[src/rtl/sdc_pkg.sv]
package sdc_pkg;

  typedef enum logic [1:0] {
    FMT_SHORT = 2'd0,
    FMT_NOCRC = 2'd1,
    FMT_LONG  = 2'd2,
    FMT_ALT   = 2'd3
  } rsp_fmt_e;

  typedef enum logic [1:0] {
    ST_IDLE,
    ST_SEND,
    ST_WAIT,
    ST_RECV
  } eng_st_e;

  // Serial CRC7, x^7 + x^3 + 1, zero seed, MSB first over 40 bits
  function automatic logic [6:0] crc7_40(input logic [39:0] d);
    logic [6:0] c;
    logic       fb;
    c = '0;
    for (int i = 39; i >= 0; i--) begin
      fb = d[i] ^ c[6];
      c  = {c[5:0], 1'b0};
      if (fb) c = c ^ 7'h09;
    end
    return c;
  endfunction

endpackage

[src/rtl/sdc_tx_ser.sv]
module sdc_tx_ser #(
  parameter int FRAME_W = 48
) (
  input  logic               clk,
  input  logic               rst_n,
  input  logic               load,
  input  logic [FRAME_W-1:0] frame_in,
  input  logic               shift,
  output logic               bit_out
);
  logic [FRAME_W-1:0] sh;

  always_ff @(posedge clk or negedge rst_n) begin
    if (!rst_n)     sh <= '0;
    else if (load)  sh <= frame_in;
    else if (shift) sh <= {sh[FRAME_W-2:0], 1'b0};
  end

  assign bit_out = sh[FRAME_W-1];
endmodule

[src/rtl/sdc_rx_des.sv]
module sdc_rx_des #(
  parameter int FRAME_W = 136
) (
  input  logic               clk,
  input  logic               rst_n,
  input  logic               clr,
  input  logic               shift,
  input  logic               din,
  output logic [FRAME_W-1:0] sh_next
);
  logic [FRAME_W-1:0] sh;

  assign sh_next = {sh[FRAME_W-2:0], din};

  always_ff @(posedge clk or negedge rst_n) begin
    if (!rst_n)     sh <= '0;
    else if (clr)   sh <= '0;
    else if (shift) sh <= sh_next;
  end
endmodule

[src/rtl/sdc_rsp_chk.sv]
module sdc_rsp_chk
  import sdc_pkg::*;
#(
  parameter int LONG_W  = 136,
  parameter int SHORT_W = 48
) (
  input  logic [LONG_W-1:0] frame,
  input  rsp_fmt_e          fmt,
  output logic              err,
  output logic [31:0]       w3,
  output logic [31:0]       w2,
  output logic [31:0]       w1,
  output logic [31:0]       w0
);
  logic [SHORT_W-1:0] sf;
  logic               crc_bad;

  assign sf      = frame[SHORT_W-1:0];
  assign crc_bad = (crc7_40(sf[47:8]) != sf[7:1]);

  always_comb begin
    if (fmt == FMT_LONG) begin
      err = (frame[135:128] != 8'b0011_1111) | ~frame[0];
      w3  = frame[127:96];
      w2  = frame[95:64];
      w1  = frame[63:32];
      w0  = {1'b0, frame[31:1]};
    end else begin
      err = sf[47] | sf[46] | ~sf[0] | ((fmt != FMT_NOCRC) & crc_bad);
      w3  = sf[39:8];
      w2  = '0;
      w1  = '0;
      w0  = '0;
    end
  end
endmodule

[src/rtl/sdc_cmd_engine.sv]
module sdc_cmd_engine
  import sdc_pkg::*;
#(
  parameter int TIMEOUT = 64
) (
  input  logic        clk,
  input  logic        rst_n,
  input  logic        cmd_valid,
  output logic        cmd_ready,
  input  logic [5:0]  cmd_idx,
  input  logic [31:0] cmd_arg,
  input  logic        rsp_en,
  input  logic [1:0]  rsp_fmt,
  input  logic        clk_stb,
  output logic        cmd_out,
  output logic        cmd_oe,
  input  logic        cmd_in,
  output logic        busy,
  output logic        no_rsp_err,
  output logic        rsp_err,
  output logic [31:0] rsp_w3,
  output logic [31:0] rsp_w2,
  output logic [31:0] rsp_w1,
  output logic [31:0] rsp_w0
);
  localparam int CMD_W  = 48;
  localparam int LONG_W = 136;
  localparam int CNT_W  = $clog2(LONG_W + 1);
  localparam int TMO_W  = (TIMEOUT > 1) ? $clog2(TIMEOUT) : 1;

  eng_st_e            state;
  logic [CNT_W-1:0]   cnt;
  logic [TMO_W-1:0]   tmr;
  logic               en_q;
  rsp_fmt_e           fmt_q;
  logic               accept;
  logic [CMD_W-1:0]   tx_frame;
  logic               tx_bit;
  logic               tx_shift;
  logic               rx_shift;
  logic [LONG_W-1:0]  rx_next;
  logic               chk_err;
  logic [31:0]        c_w3, c_w2, c_w1, c_w0;
  logic [CNT_W-1:0]   last_idx;

  assign cmd_ready = (state == ST_IDLE);
  assign busy      = (state != ST_IDLE);
  assign accept    = cmd_valid && cmd_ready;

  assign tx_frame = {2'b01, cmd_idx, cmd_arg, crc7_40({2'b01, cmd_idx, cmd_arg}), 1'b1};
  assign tx_shift = clk_stb && (state == ST_SEND) && (cnt != CNT_W'(CMD_W));
  assign rx_shift = clk_stb && (((state == ST_WAIT) && !cmd_in) || (state == ST_RECV));
  assign last_idx = (fmt_q == FMT_LONG) ? CNT_W'(LONG_W - 1) : CNT_W'(CMD_W - 1);

  sdc_tx_ser #(.FRAME_W(CMD_W)) u_tx (
    .clk      (clk),
    .rst_n    (rst_n),
    .load     (accept),
    .frame_in (tx_frame),
    .shift    (tx_shift),
    .bit_out  (tx_bit)
  );

  sdc_rx_des #(.FRAME_W(LONG_W)) u_rx (
    .clk     (clk),
    .rst_n   (rst_n),
    .clr     (accept),
    .shift   (rx_shift),
    .din     (cmd_in),
    .sh_next (rx_next)
  );

  sdc_rsp_chk #(.LONG_W(LONG_W), .SHORT_W(CMD_W)) u_chk_rsp (
    .frame (rx_next),
    .fmt   (fmt_q),
    .err   (chk_err),
    .w3    (c_w3),
    .w2    (c_w2),
    .w1    (c_w1),
    .w0    (c_w0)
  );

  always_ff @(posedge clk or negedge rst_n) begin
    if (!rst_n) begin
      state      <= ST_IDLE;
      cnt        <= '0;
      tmr        <= '0;
      en_q       <= 1'b0;
      fmt_q      <= FMT_SHORT;
      cmd_out    <= 1'b1;
      cmd_oe     <= 1'b0;
      no_rsp_err <= 1'b0;
      rsp_err    <= 1'b0;
      rsp_w3     <= '0;
      rsp_w2     <= '0;
      rsp_w1     <= '0;
      rsp_w0     <= '0;
    end else begin
      unique case (state)
        ST_IDLE: begin
          if (accept) begin
            state      <= ST_SEND;
            cnt        <= '0;
            en_q       <= rsp_en;
            fmt_q      <= rsp_fmt_e'(rsp_fmt);
            no_rsp_err <= 1'b0;
            rsp_err    <= 1'b0;
          end
        end
        ST_SEND: begin
          if (clk_stb) begin
            if (cnt == CNT_W'(CMD_W)) begin
              cmd_oe  <= 1'b0;
              cmd_out <= 1'b1;
              tmr     <= '0;
              state   <= en_q ? ST_WAIT : ST_IDLE;
            end else begin
              cmd_out <= tx_bit;
              cmd_oe  <= 1'b1;
              cnt     <= cnt + 1'b1;
            end
          end
        end
        ST_WAIT: begin
          if (clk_stb) begin
            if (!cmd_in) begin
              state <= ST_RECV;
              cnt   <= CNT_W'(1);
            end else if (tmr == TMO_W'(TIMEOUT - 1)) begin
              no_rsp_err <= 1'b1;
              state      <= ST_IDLE;
            end else begin
              tmr <= tmr + 1'b1;
            end
          end
        end
        ST_RECV: begin
          if (clk_stb) begin
            if (cnt == last_idx) begin
              state   <= ST_IDLE;
              rsp_err <= chk_err;
              rsp_w3  <= c_w3;
              rsp_w2  <= c_w2;
              rsp_w1  <= c_w1;
              rsp_w0  <= c_w0;
            end else begin
              cnt <= cnt + 1'b1;
            end
          end
        end
        default: state <= ST_IDLE;
      endcase
    end
  end
endmodule

[config.mk]
export PLATFORM = sky130hd
export DESIGN_NAME = sdc_cmd_engine
export DESIGN_NICKNAME = d
export VERILOG_FILES = /design/src/rtl/sdc_pkg.sv /design/src/rtl/sdc_tx_ser.sv /design/src/rtl/sdc_rx_des.sv /design/src/rtl/sdc_rsp_chk.sv /design/src/rtl/sdc_cmd_engine.sv
export SDC_FILE = /design/constraint.sdc
export NUM_CORES = 1
export LEC_CHECK = 0
export BUFFER_PORTS_ARGS = -buffer_cell sky130_fd_sc_hd__clkbuf_2
export CAP_MARGIN = 20
export CORE_MARGIN = 2
export CORE_UTILIZATION = 63
export CTS_BUF_LIST = sky130_fd_sc_hd__clkbuf_4 sky130_fd_sc_hd__clkbuf_8 sky130_fd_sc_hd__clkbuf_16
export CTS_CLUSTER_SIZE = 12
export DETAILED_ROUTE_END_ITERATION = 10
export HOLD_SLACK_MARGIN = 0.15
export PLACE_DENSITY_LB_ADDON = 0.15
export SLEW_MARGIN = 20
export SYNTH_ARGS = -nofsm -noshare
export SYNTH_HDL_FRONTEND = slang
export SYNTH_SLANG_ARGS = --single-unit
[constraint.sdc]
create_clock -name clk -period 4 [get_ports clk]
set_input_delay 0.2 -clock clk [delete_from_list [all_inputs] [get_ports clk]]
set_output_delay 0.2 -clock clk [all_outputs]
set_load 0.02 [all_outputs]
* Word-level counts from Yosys, hierarchy flattened *
Cells that the tools add are included.

word-level totals
  memories kept = 0
  output and inout bits = 134
  memory bits (read-only) = 0
  memory bits (writable) = 0
  latch bits = 0
  word-level logic and storage cells = 343
  bits of input ports = 46
  register bits after elaboration = 334

cells by class
  add/subtract/negate cells = 2
  bitwise logic cells = 158
  div/mod/pow operators = 0
  shifts and indexed selects = 0
  mux-type cells = 122
  multipliers = 0
  equal/unequal tests = 24
  order comparisons = 0
  reductions and logical operators = 22

operators with widths
  cell                                                                    number
  4-bit 2-to-1 mux                                                        78
  135-bit 2-to-1 mux                                                      2
  2-bit NOT                                                               76
  32-bit 2-to-1 mux                                                       3
  48-bit 2-to-1 mux                                                       2
  1-bit bitwise XOR                                                       70
  8-bit 2-to-1 mux                                                        8
  8-bit case mux with 4 select lines                                      1
  31-bit 2-to-1 mux                                                       1
  6-bit 2-to-1 mux                                                        5
  2-bit 2-to-1 mux                                                        9
  2-bit != test (second input constant)                                   8
  8-bit by 6-bit != test with 1-bit output (second input constant)        2
  7-bit AND reduction                                                     2
  6-bit case mux with 2 select lines                                      1
  2-bit nonzero test                                                      6
  2-bit by 1-bit != test with 1-bit output (second input constant)        5
  1-bit 2-to-1 mux                                                        9
  8-bit by 1-bit adder with 8-bit output (second input constant)          1
  8-bit by 6-bit equality test with 1-bit output (second input constant)  1
  8-bit equality test                                                     1
  2-bit case mux with 4 select lines                                      1
  7-bit != test                                                           1
  6-bit by 1-bit adder with 6-bit output (second input constant)          1
  other kinds (18)                                                        34

* Logic depth before layout (Yosys ltp) *
Gate-level depths: netlist of the first run.

  depth in word-level cells = 86
  depth in mapped cells = 11
  depth with buffers taken out = 8

* Modules after synthesis *
Synthesis of the first run repeated with hierarchy kept, for this count alone.

second synthesis, totals
  cells, all modules = 1366
  area total of the unflattened synthesis = 16537.1 µm²

modules (own cells, without submodules)
  module          cells an instance  area each (µm²)  times used  seq. area each (µm²)
  sdc_cmd_engine  485                6905.4           1           3779.9
  sdc_rx_des      436                5444.0           1           3378.2
  sdc_tx_ser      208                2237.1           1           1201.2
  sdc_rsp_chk     237                1950.6           1           0.0

* Worst setup path after synthesis of the first run *
OpenSTA, ideal clock, no wires.

  path kind = register to register
  start = reg u_rx.sh[35]
  end = reg rsp_err
  library setup time = 0.145 ns
  period minus slack after synthesis = 2.542 ns
  setup slack = 1.458 ns
  path buffers = 0
  required time = 3.855 ns
  arrival = 2.397 ns
  stages on the path, launching flop included = 8
  cells stage by stage = dfrtp_1 -> xnor3_2 -> xnor2_2 -> xnor3_1 -> xnor3_1 -> or2_2 -> mux2i_1 -> a41oi_2

between the ends
  longest elaborated chain between the ends = 33
  elaborated cells on any way between the ends = 73
  classes of those cells = eq/ne (1); mux (33); bitwise (39)

RTL lines
  element                                                                RTL line                      RTL
  from (decl)                                                            sdc_rx_des.sv:11              logic [FRAME_W-1:0] sh;
  from (signal assigned)                                                 sdc_rx_des.sv:18              else if (shift) sh <= sh_next;
  1-bit bitwise XOR (*)                                                  sdc_pkg.sv:23                 fb = d[i] ^ c[6];
  4-bit 2-to-1 mux (*)                                                   sdc_pkg.sv:25                 if (fb) c = c ^ 7'h09;
  4-bit 2-to-1 mux / 1-bit bitwise XOR (equally long branches)           sdc_pkg.sv:25, sdc_pkg.sv:23
  4-bit 2-to-1 mux                                                       sdc_pkg.sv:25
  2-bit NOT (no source line) / 4-bit 2-to-1 mux (equally long branches)  --
  4-bit 2-to-1 mux                                                       sdc_pkg.sv:25
  1-bit bitwise XOR / 2-bit NOT (equally long branches)                  --
  4-bit 2-to-1 mux                                                       sdc_pkg.sv:25
  [17 not listed]                                                        --
  4-bit 2-to-1 mux                                                       sdc_pkg.sv:25
  7-bit != test (*)                                                      sdc_rsp_chk.sv:19             assign crc_bad = (crc7_40(sf[47:8]) != sf[7:1]);
  1-bit AND (*)                                                          sdc_rsp_chk.sv:29             err = sf[47] | sf[46] | ~sf[0] | ((fmt != FMT_NOCRC) & crc_bad);
  1-bit bitwise OR (*)                                                   sdc_rsp_chk.sv:29
  1-bit 2-to-1 mux (*)                                                   sdc_rsp_chk.sv:22             if (fmt == FMT_LONG) begin
  1-bit 2-to-1 mux (*)                                                   sdc_cmd_engine.sv:139         if (cnt == last_idx) begin
  1-bit 2-to-1 mux (*)                                                   sdc_cmd_engine.sv:138         if (clk_stb) begin
  1-bit case mux with 2 select lines (*)                                 sdc_cmd_engine.sv:99          unique case (state)
  to (signal assigned)                                                   sdc_cmd_engine.sv:141         rsp_err <= chk_err;
  to (decl)                                                              sdc_cmd_engine.sv:20          output logic rsp_err,

Mark *: on every way between the ends. The rest lies on a longest branch, timed or not. The select of a mux whose other input is x is not followed.
A chain may end at the register's enable or synchronous reset.

* Worst setup path after layout of the first run *
  start = reg cnt[5]
  end = reg rsp_w2[24]

between the ends
  longest elaborated chain between the ends = 2

RTL lines
  element                               RTL line               RTL
  from (decl)                           sdc_cmd_engine.sv:32   logic [CNT_W-1:0] cnt;
  from (signal assigned)                sdc_cmd_engine.sv:120  cnt <= cnt + 1'b1;
  from (signal assigned)                sdc_cmd_engine.sv:147  cnt <= cnt + 1'b1;
  8-bit equality test                   sdc_cmd_engine.sv:139
  3-bit AND reduction (no source line)  --
  to (signal assigned)                  sdc_cmd_engine.sv:143  rsp_w2 <= c_w2;
  to (decl)                             sdc_cmd_engine.sv:22   output logic [31:0] rsp_w2,

Every way passes these cells.

==> results.sh, run 1 <==
export IMPL_status="finished clean"
export IMPL_finalSetupViolCount=0
export IMPL_ys_warn_count=0
export IMPL_area_delta_synth_final_pct=17.4
export IMPL_num_fill_cells=1723
export IMPL_antenna_found_initial=0
export IMPL_drc=0
export IMPL_synth_edf_count=0
export IMPL_r2r_start="cnt[5]"
export IMPL_grt_pass1_wl_mm=60.4
export IMPL_cts_root_buffer="clkbuf_16"
export IMPL_synth_async_reset_ratio_pct=100
export IMPL_row_count=57
export IMPL_cts_tree="done"
export IMPL_power_leakage_uw=0.00924
export IMPL_worst_pin_slew_ps=947
export IMPL_clk_pin_slew_ps=60
export IMPL_setup_worst_path_end_class="flop"
export IMPL_path_max_fanout=93
export IMPL_synth_top_area_share_pct=53.7
export IMPL_numCtsBuffers=36
export IMPL_rsz0062_at_grt="no"
export IMPL_tns_ps=0
export IMPL_ir_drop_v=0.000360
export IMPL_crit_path_max_incr_delay_ps=640
export IMPL_pwr_share_seq_pct=46.2
export IMPL_grt_overflow_total=0
export IMPL_grt_max_degree=137
export IMPL_fin_crit_ps=2850
export IMPL_comb_power_share_pct=10.1
export IMPL_reg2reg_depth=8
export IMPL_num_antenna_cells=0
export IMPL_start_util_pct=63.8
export IMPL_synth_common_cells="603 x nand2_1, 332 x dfrtp_1, 144 x nand3_1, 141 x o21ai_0, 99 x clkbuf_1"
export IMPL_ys_top_cells_by_area="dfrtp_1 54%, nand2_1 15%, nand3_1 4.7%"
export IMPL_avgViaCountPerCell=5.64
export IMPL_grt_usage_pct=28.8
export IMPL_dr_pass1_iters=5
export IMPL_coreArea_mm2=0.0242
export IMPL_first_iter_violations=977
export IMPL_layout_nets=1859
export IMPL_ant_nets=0
export IMPL_crit_arrival_ps=3220
export IMPL_r2r_setup_slack_ps=1150
export IMPL_port_buffers=178
export IMPL_routedWlPerCell_um=17.0
export IMPL_hold_viol_final=0
export IMPL_crit_start="cnt[5]"
export IMPL_clock_sinks=333
export IMPL_required_ps=4370
export IMPL_hold_class="in2reg"
export IMPL_clkPwrFrac_pct=43.7
export IMPL_io_pins=180
export IMPL_die_area_mm2=0.0258
export IMPL_insertion_delay_ps=510
export IMPL_syn_cell_area_mm2=0.0155
export IMPL_max_slew_margin_rel_pct=36.9
export IMPL_wirelength_mm=36.5
export IMPL_worstPathCellList="nor2b_1, nand3b_1, a2111oi_1, and3_1, nand2_4, buf_12, nand2_1, o21ai_0"
export IMPL_timing_rr_end="rsp_w2[24]"
export IMPL_cts_buffer_depth=3
export IMPL_yosysSeqAreaShare_pct=53.9
export IMPL_synth_cell_types=52
export IMPL_power_switching_uw=1660
export IMPL_synth_most_common_cell="nand2_1"
export IMPL_timing_final_max_slew_violations=0
export IMPL_dp_hpwl_mm=22.9
export IMPL_crit_slowest_cell="a2111oi_1"
export IMPL_endpoint="rsp_w2[24]"
export IMPL_p_per_area_mw_per_mm2=408
export IMPL_synth_top_cell_by_area="dfrtp_1"
export IMPL_syn_nets=1699
export IMPL_min_period_over_period_pct=71.3
export IMPL_drive_gt1_share_pct=15.4
export IMPL_critPathKind="reg2reg"
export IMPL_die_h_um=161
export IMPL_synth_cells=1650
export IMPL_ys_flop_type="dfrtp_1"
export IMPL_via_count=12121
export IMPL_synth_seq_cells=333
export IMPL_sw_frac_of_total_pct=22.4
export IMPL_fmax_mhz=351
export IMPL_intPower_uw=5750
export IMPL_holdWs_ps=180
export IMPL_avgSynthCellArea_um2=9.38
export IMPL_start_kind="flop"
export IMPL_skew_ps=21.7
export IMPL_final_core_util_pct=74.9
export IMPL_maxCapViolCount=0
export IMPL_die_w_um=161
export IMPL_cts_resized=0
export IMPL_grt_pass1_vias=11923
export IMPL_cts_max_level=2
export IMPL_place_gp_congestion=0.869
-- area by class of cell --
class,instances,area (µm²),area share (%)
well taps,324,405,2.23
repair buffers,241,1550,8.51
multi-input cells,1192,6700,36.9
clock buffers,51,1100,6.05
inverters,6,22.5,0.124
flip-flops and latches,333,8330,45.9
clock inverters,4,56.3,0.310
-- sequential cells by signal (all words and copies together) (netlist names), 2 cells and up --
register / count
rsp_w1: 32
rsp_w3: 32
rsp_w2: 32
state: 2
cnt: 8
fmt_q: 2
rsp_w0: 31
u_tx.sh: 48
u_rx.sh: 135
tmr: 6
-- cells in the final DEF, fill, tap and decap left out, types with 3 or more instances in the layout --
master,n
nand2_1,601
dfrtp_1,332
clkbuf_2,177
nand3_1,144
o21ai_0,141
xnor2_1,72
dlygate4sd3_1,44
a22oi_1,39
mux2i_1,38
clkbuf_16,38
xnor3_1,25
nor2_1,23
xor2_1,19
buf_4,14
and3_1,8
xnor3_2,8
clkbuf_8,8
inv_1,6
nor3_1,5
a21oi_1,5
clkbuf_4,5
buf_12,5
xnor2_2,4
or2_2,3
or3_1,3
nand4b_1,3
and2_1,3
o22ai_1,3
a22o_1,3
ha_1,3
-- worst min path at each step --
stage	from	to	slack (ps)	cells after the start
3_5_place_dp	rst_n	tmr[2]	350	1
3_3_place_gp	rst_n	tmr[2]	360	1
5_1_grt	cmd_in	state[1]	200	3
2_1_floorplan	rst_n	cmd_oe	-100	0
6_report	cmd_in	state[1]	180	3
4_1_cts	cmd_in	u_rx.sh[0]	170	3
-- per-layer routing --
metal | vias to the layer above | GRT usage (%) | routed length [µm]
li1 | 5724 | - | -
met1 | 5941 | 40.0 | 15700
met3 | 76 | 5.29 | 2120
met4 | 0 | 9.74 | 967
met2 | 380 | 46.5 | 17700
met5 | - | 0 | 0
-- timing repair --
action / 4_1_cts / 5_1_grt
buffers inserted: 0 / 0
setup endpoints to repair: 0 / 0
endpoints found under the hold margin: 159 / 0
hold buffers: 44 / 0
-- worst max-delay path: cells and delay by family (launching register included) --
kind	cells	cell delay [ps]
AO/OA/AOI/OAI	2	740
flip-flops	1	410
AND/OR/NAND/NOR	5	1160
buffers and inverters	1	360
-- stage by stage --
stage,cells,total power [µW],worst slack (ps),cell area [µm²]
5_1_grt,2151,7650,790,18200
2_1_floorplan,1650,3990,1460,15500
6_report,2151,7420,1150,18200
3_3_place_gp,2052,4180,1220,16600
3_5_place_dp,2052,4190,1180,16600
4_1_cts,2151,7450,1150,18200
-- kinds of logic after synthesis --
kind of cell | Yosys count | share of synthesized area, %
buf+inv | 125 | 3.16
mux | 39 | 2.53
simple gates | 810 | 21.5
xor+xnor | 131 | 10.9
flops | 333 | 53.9
compound gates | 208 | 7.83
fa+ha+maj | 3 | 0.243
other cells | 1 | 0.0242
-- power groups by stage --
stage	sequential (µW)	clock [µW]	combinational, µW
final	3430	3240	748
after global routing	3430	3420	800
after CTS	3430	3280	742
after detailed placement	3490	0	705
after global placement	3490	0	694
after floorplan	3480	0	515
Power figures use the tool's default switching activity.
==> run 2: changes to the inputs <==
CORE_UTILIZATION = 59   (was 63)
clock period = 2.7 ns   (was 4 ns; I/O delays follow)
==> results.sh, run 2 (synthesized netlist as in run 1, its figures left out) <==
export IMPL_fmax_mhz=385
export IMPL_p_per_area_mw_per_mm2=592
export IMPL_hold_viol_final=0
export IMPL_cts_tree="done"
export IMPL_timing_final_max_slew_violations=0
export IMPL_place_gp_congestion=0.859
export IMPL_dpl_cell_count=2085
export IMPL_sw_frac_of_total_pct=22.7
export IMPL_cts_max_level=2
export IMPL_drc=0
export IMPL_required_ps=3070
export IMPL_num_fill_cells=1927
export IMPL_die_area_mm2=0.0275
export IMPL_finalNonFillerCells=2199
export IMPL_top_register="u_rx.sh"
export IMPL_coreArea_mm2=0.0259
export IMPL_avgViaCountPerCell=5.54
export IMPL_power_switching_uw=2500
export IMPL_clkPwrFrac_pct=43.8
export IMPL_insertion_delay_ps=510
export IMPL_grt_usage_pct=26.6
export IMPL_grt_pass1_vias=11983
export IMPL_setup_worst_path_end_class="flop"
export IMPL_drive_gt1_share_pct=17.3
export IMPL_reg_top3="u_rx.sh: 135 flops, u_tx.sh: 48 flops"
export IMPL_hold_class="in2async"
export IMPL_rsz0062_at_grt="no"
export IMPL_cts_buffer_depth=3
export IMPL_clock_sinks=333
export IMPL_grt_max_degree=135
export IMPL_ant_nets=0
export IMPL_die_w_um=166
export IMPL_io_pins=180
export IMPL_via_count=12185
export IMPL_layout_common_cells="601 x nand2_1, 328 x dfrtp_1, 177 x clkbuf_2, 144 x nand3_1, 141 x o21ai_0"
export IMPL_critPathKind="reg2reg"
export IMPL_comb_power_share_pct=10.0
export IMPL_crit_arrival_ps=2970
export IMPL_start_kind="flop"
export IMPL_port_buffers=178
export IMPL_dr_pass1_iters=5
export IMPL_path_max_fanout=5
export IMPL_grt_overflow_total=0
export IMPL_layout_nets=1890
export IMPL_clk_pin_slew_ps=60
export IMPL_worst_pin_slew_ps=795
export IMPL_power_leakage_uw=0.00946
export IMPL_area_delta_synth_final_pct=20.1
export IMPL_final_common_cell="nand2_1"
export IMPL_pwr_share_seq_pct=46.2
export IMPL_fin_crit_ps=2590
export IMPL_max_slew_margin_rel_pct=47.0
export IMPL_num_antenna_cells=0
export IMPL_dp_hpwl_mm=22.7
export IMPL_row_count=59
export IMPL_ir_drop_v=0.000625
export IMPL_maxCapViolCount=0
export IMPL_start_util_pct=59.7
export IMPL_numCtsBuffers=36
export IMPL_cts_root_buffer="clkbuf_16"
export IMPL_routedWlPerCell_um=16.5
export IMPL_status="finished clean"
export IMPL_largest_register_ffs=135
export IMPL_min_period_over_period_pct=96.1
export IMPL_skew_ps=9.17
export IMPL_first_iter_violations=1120
export IMPL_wirelength_mm=36.3
export IMPL_antenna_found_initial=0
export IMPL_totalPowerFinal_uw=11000
export IMPL_finalSetupViolCount=0
export IMPL_die_h_um=166
export IMPL_tns_ps=0
export IMPL_grt_pass1_wl_mm=61.1
export IMPL_intPower_uw=8500
[run 2: cell types whose count changed in the layout (fill, tap and decap cells not counted), moves of 6 or more]
cell	before	now
clkbuf_4	5	12
buf_4	14	30
buf_12	5	14
dlygate4sd3_1	44	50
[run 2: path summary, 6_finish.rpt]
| path | startpoint | endpoint | slack, ps | cells past startpoint |
|---|---|---|---|---|
| max | u_rx.sh[36] | rsp_err | 110 | 7 |
| min | rst_n | u_rx.sh[129] | 240 | 2 |
| max reg2reg | u_rx.sh[36] | rsp_err | 110 | 7 |
| min reg2reg | u_rx.sh[134] | u_rx.sh[134] | 470 | 2 |
| max in group asynchronous | rst_n | u_rx.sh[19] | 1550 | 3 |
| min in group clk | cmd_arg[19] | u_tx.sh[27] | 420 | 4 |
[run 2: cell type report]
class / instances / area [µm²] / share of cell area (%)
clock buffers: 55 / 1090 / 5.85
clock inverters: 6 / 70.1 / 0.377
inverters: 6 / 22.5 / 0.121
multi-input cells: 1192 / 6740 / 36.3
flip-flops and latches: 333 / 8340 / 44.9
well taps: 335 / 419 / 2.26
repair buffers: 272 / 1910 / 10.3
[run 2: repair_timing]
action	4_1_cts	5_1_grt
setup buffers	0	3
hold buffers	50	0
gates resized for setup	0	10
endpoints found under the setup margin	0	1
hold endpoints to repair	139	0
[run 2: power groups by stage]
| stage | logic, µW | clock network, µW | registers, µW |
|---|---|---|---|
| 3_3_place_gp | 1010 | 0 | 5170 |
| 3_5_place_dp | 1030 | 0 | 5170 |
| 5_1_grt | 1210 | 5090 | 5090 |
| 4_1_cts | 1090 | 4890 | 5080 |
| 6_report | 1100 | 4820 | 5080 |
| 2_1_floorplan | 763 | 0 | 5150 |
[run 2: metal layers]
metal | GRT usage [%] | vias up | share of wire [%]
met5 | 0 | - | 0
met4 | 6.58 | 0 | 2.1
met3 | 5.08 | 67 | 5.8
met2 | 42.5 | 350 | 48
met1 | 38.1 | 5959 | 44
li1 | - | 5809 | -
[run 2: worst max-delay path, stage by stage, from the launching register on]
cell and delay (ps):
dfrtp_1 460, xnor2_2 260, xnor3_2 500, xor3_1 380, xnor3_2 280, xor2_1 190, mux2i_1 250, a41oi_2 130
[run 2: per-stage QoR]
step	util, %	cell area, µm²	setup WS [ps]	hold WS (ps)
final	71.7	18600	106	237
after global routing	71.7	18600	5.62	338
after CTS	71.5	18500	19.7	303
after detailed placement	65.1	16900	34.8	239
after global placement	65.1	16900	140	246
after floorplan	-	15500	158	-161
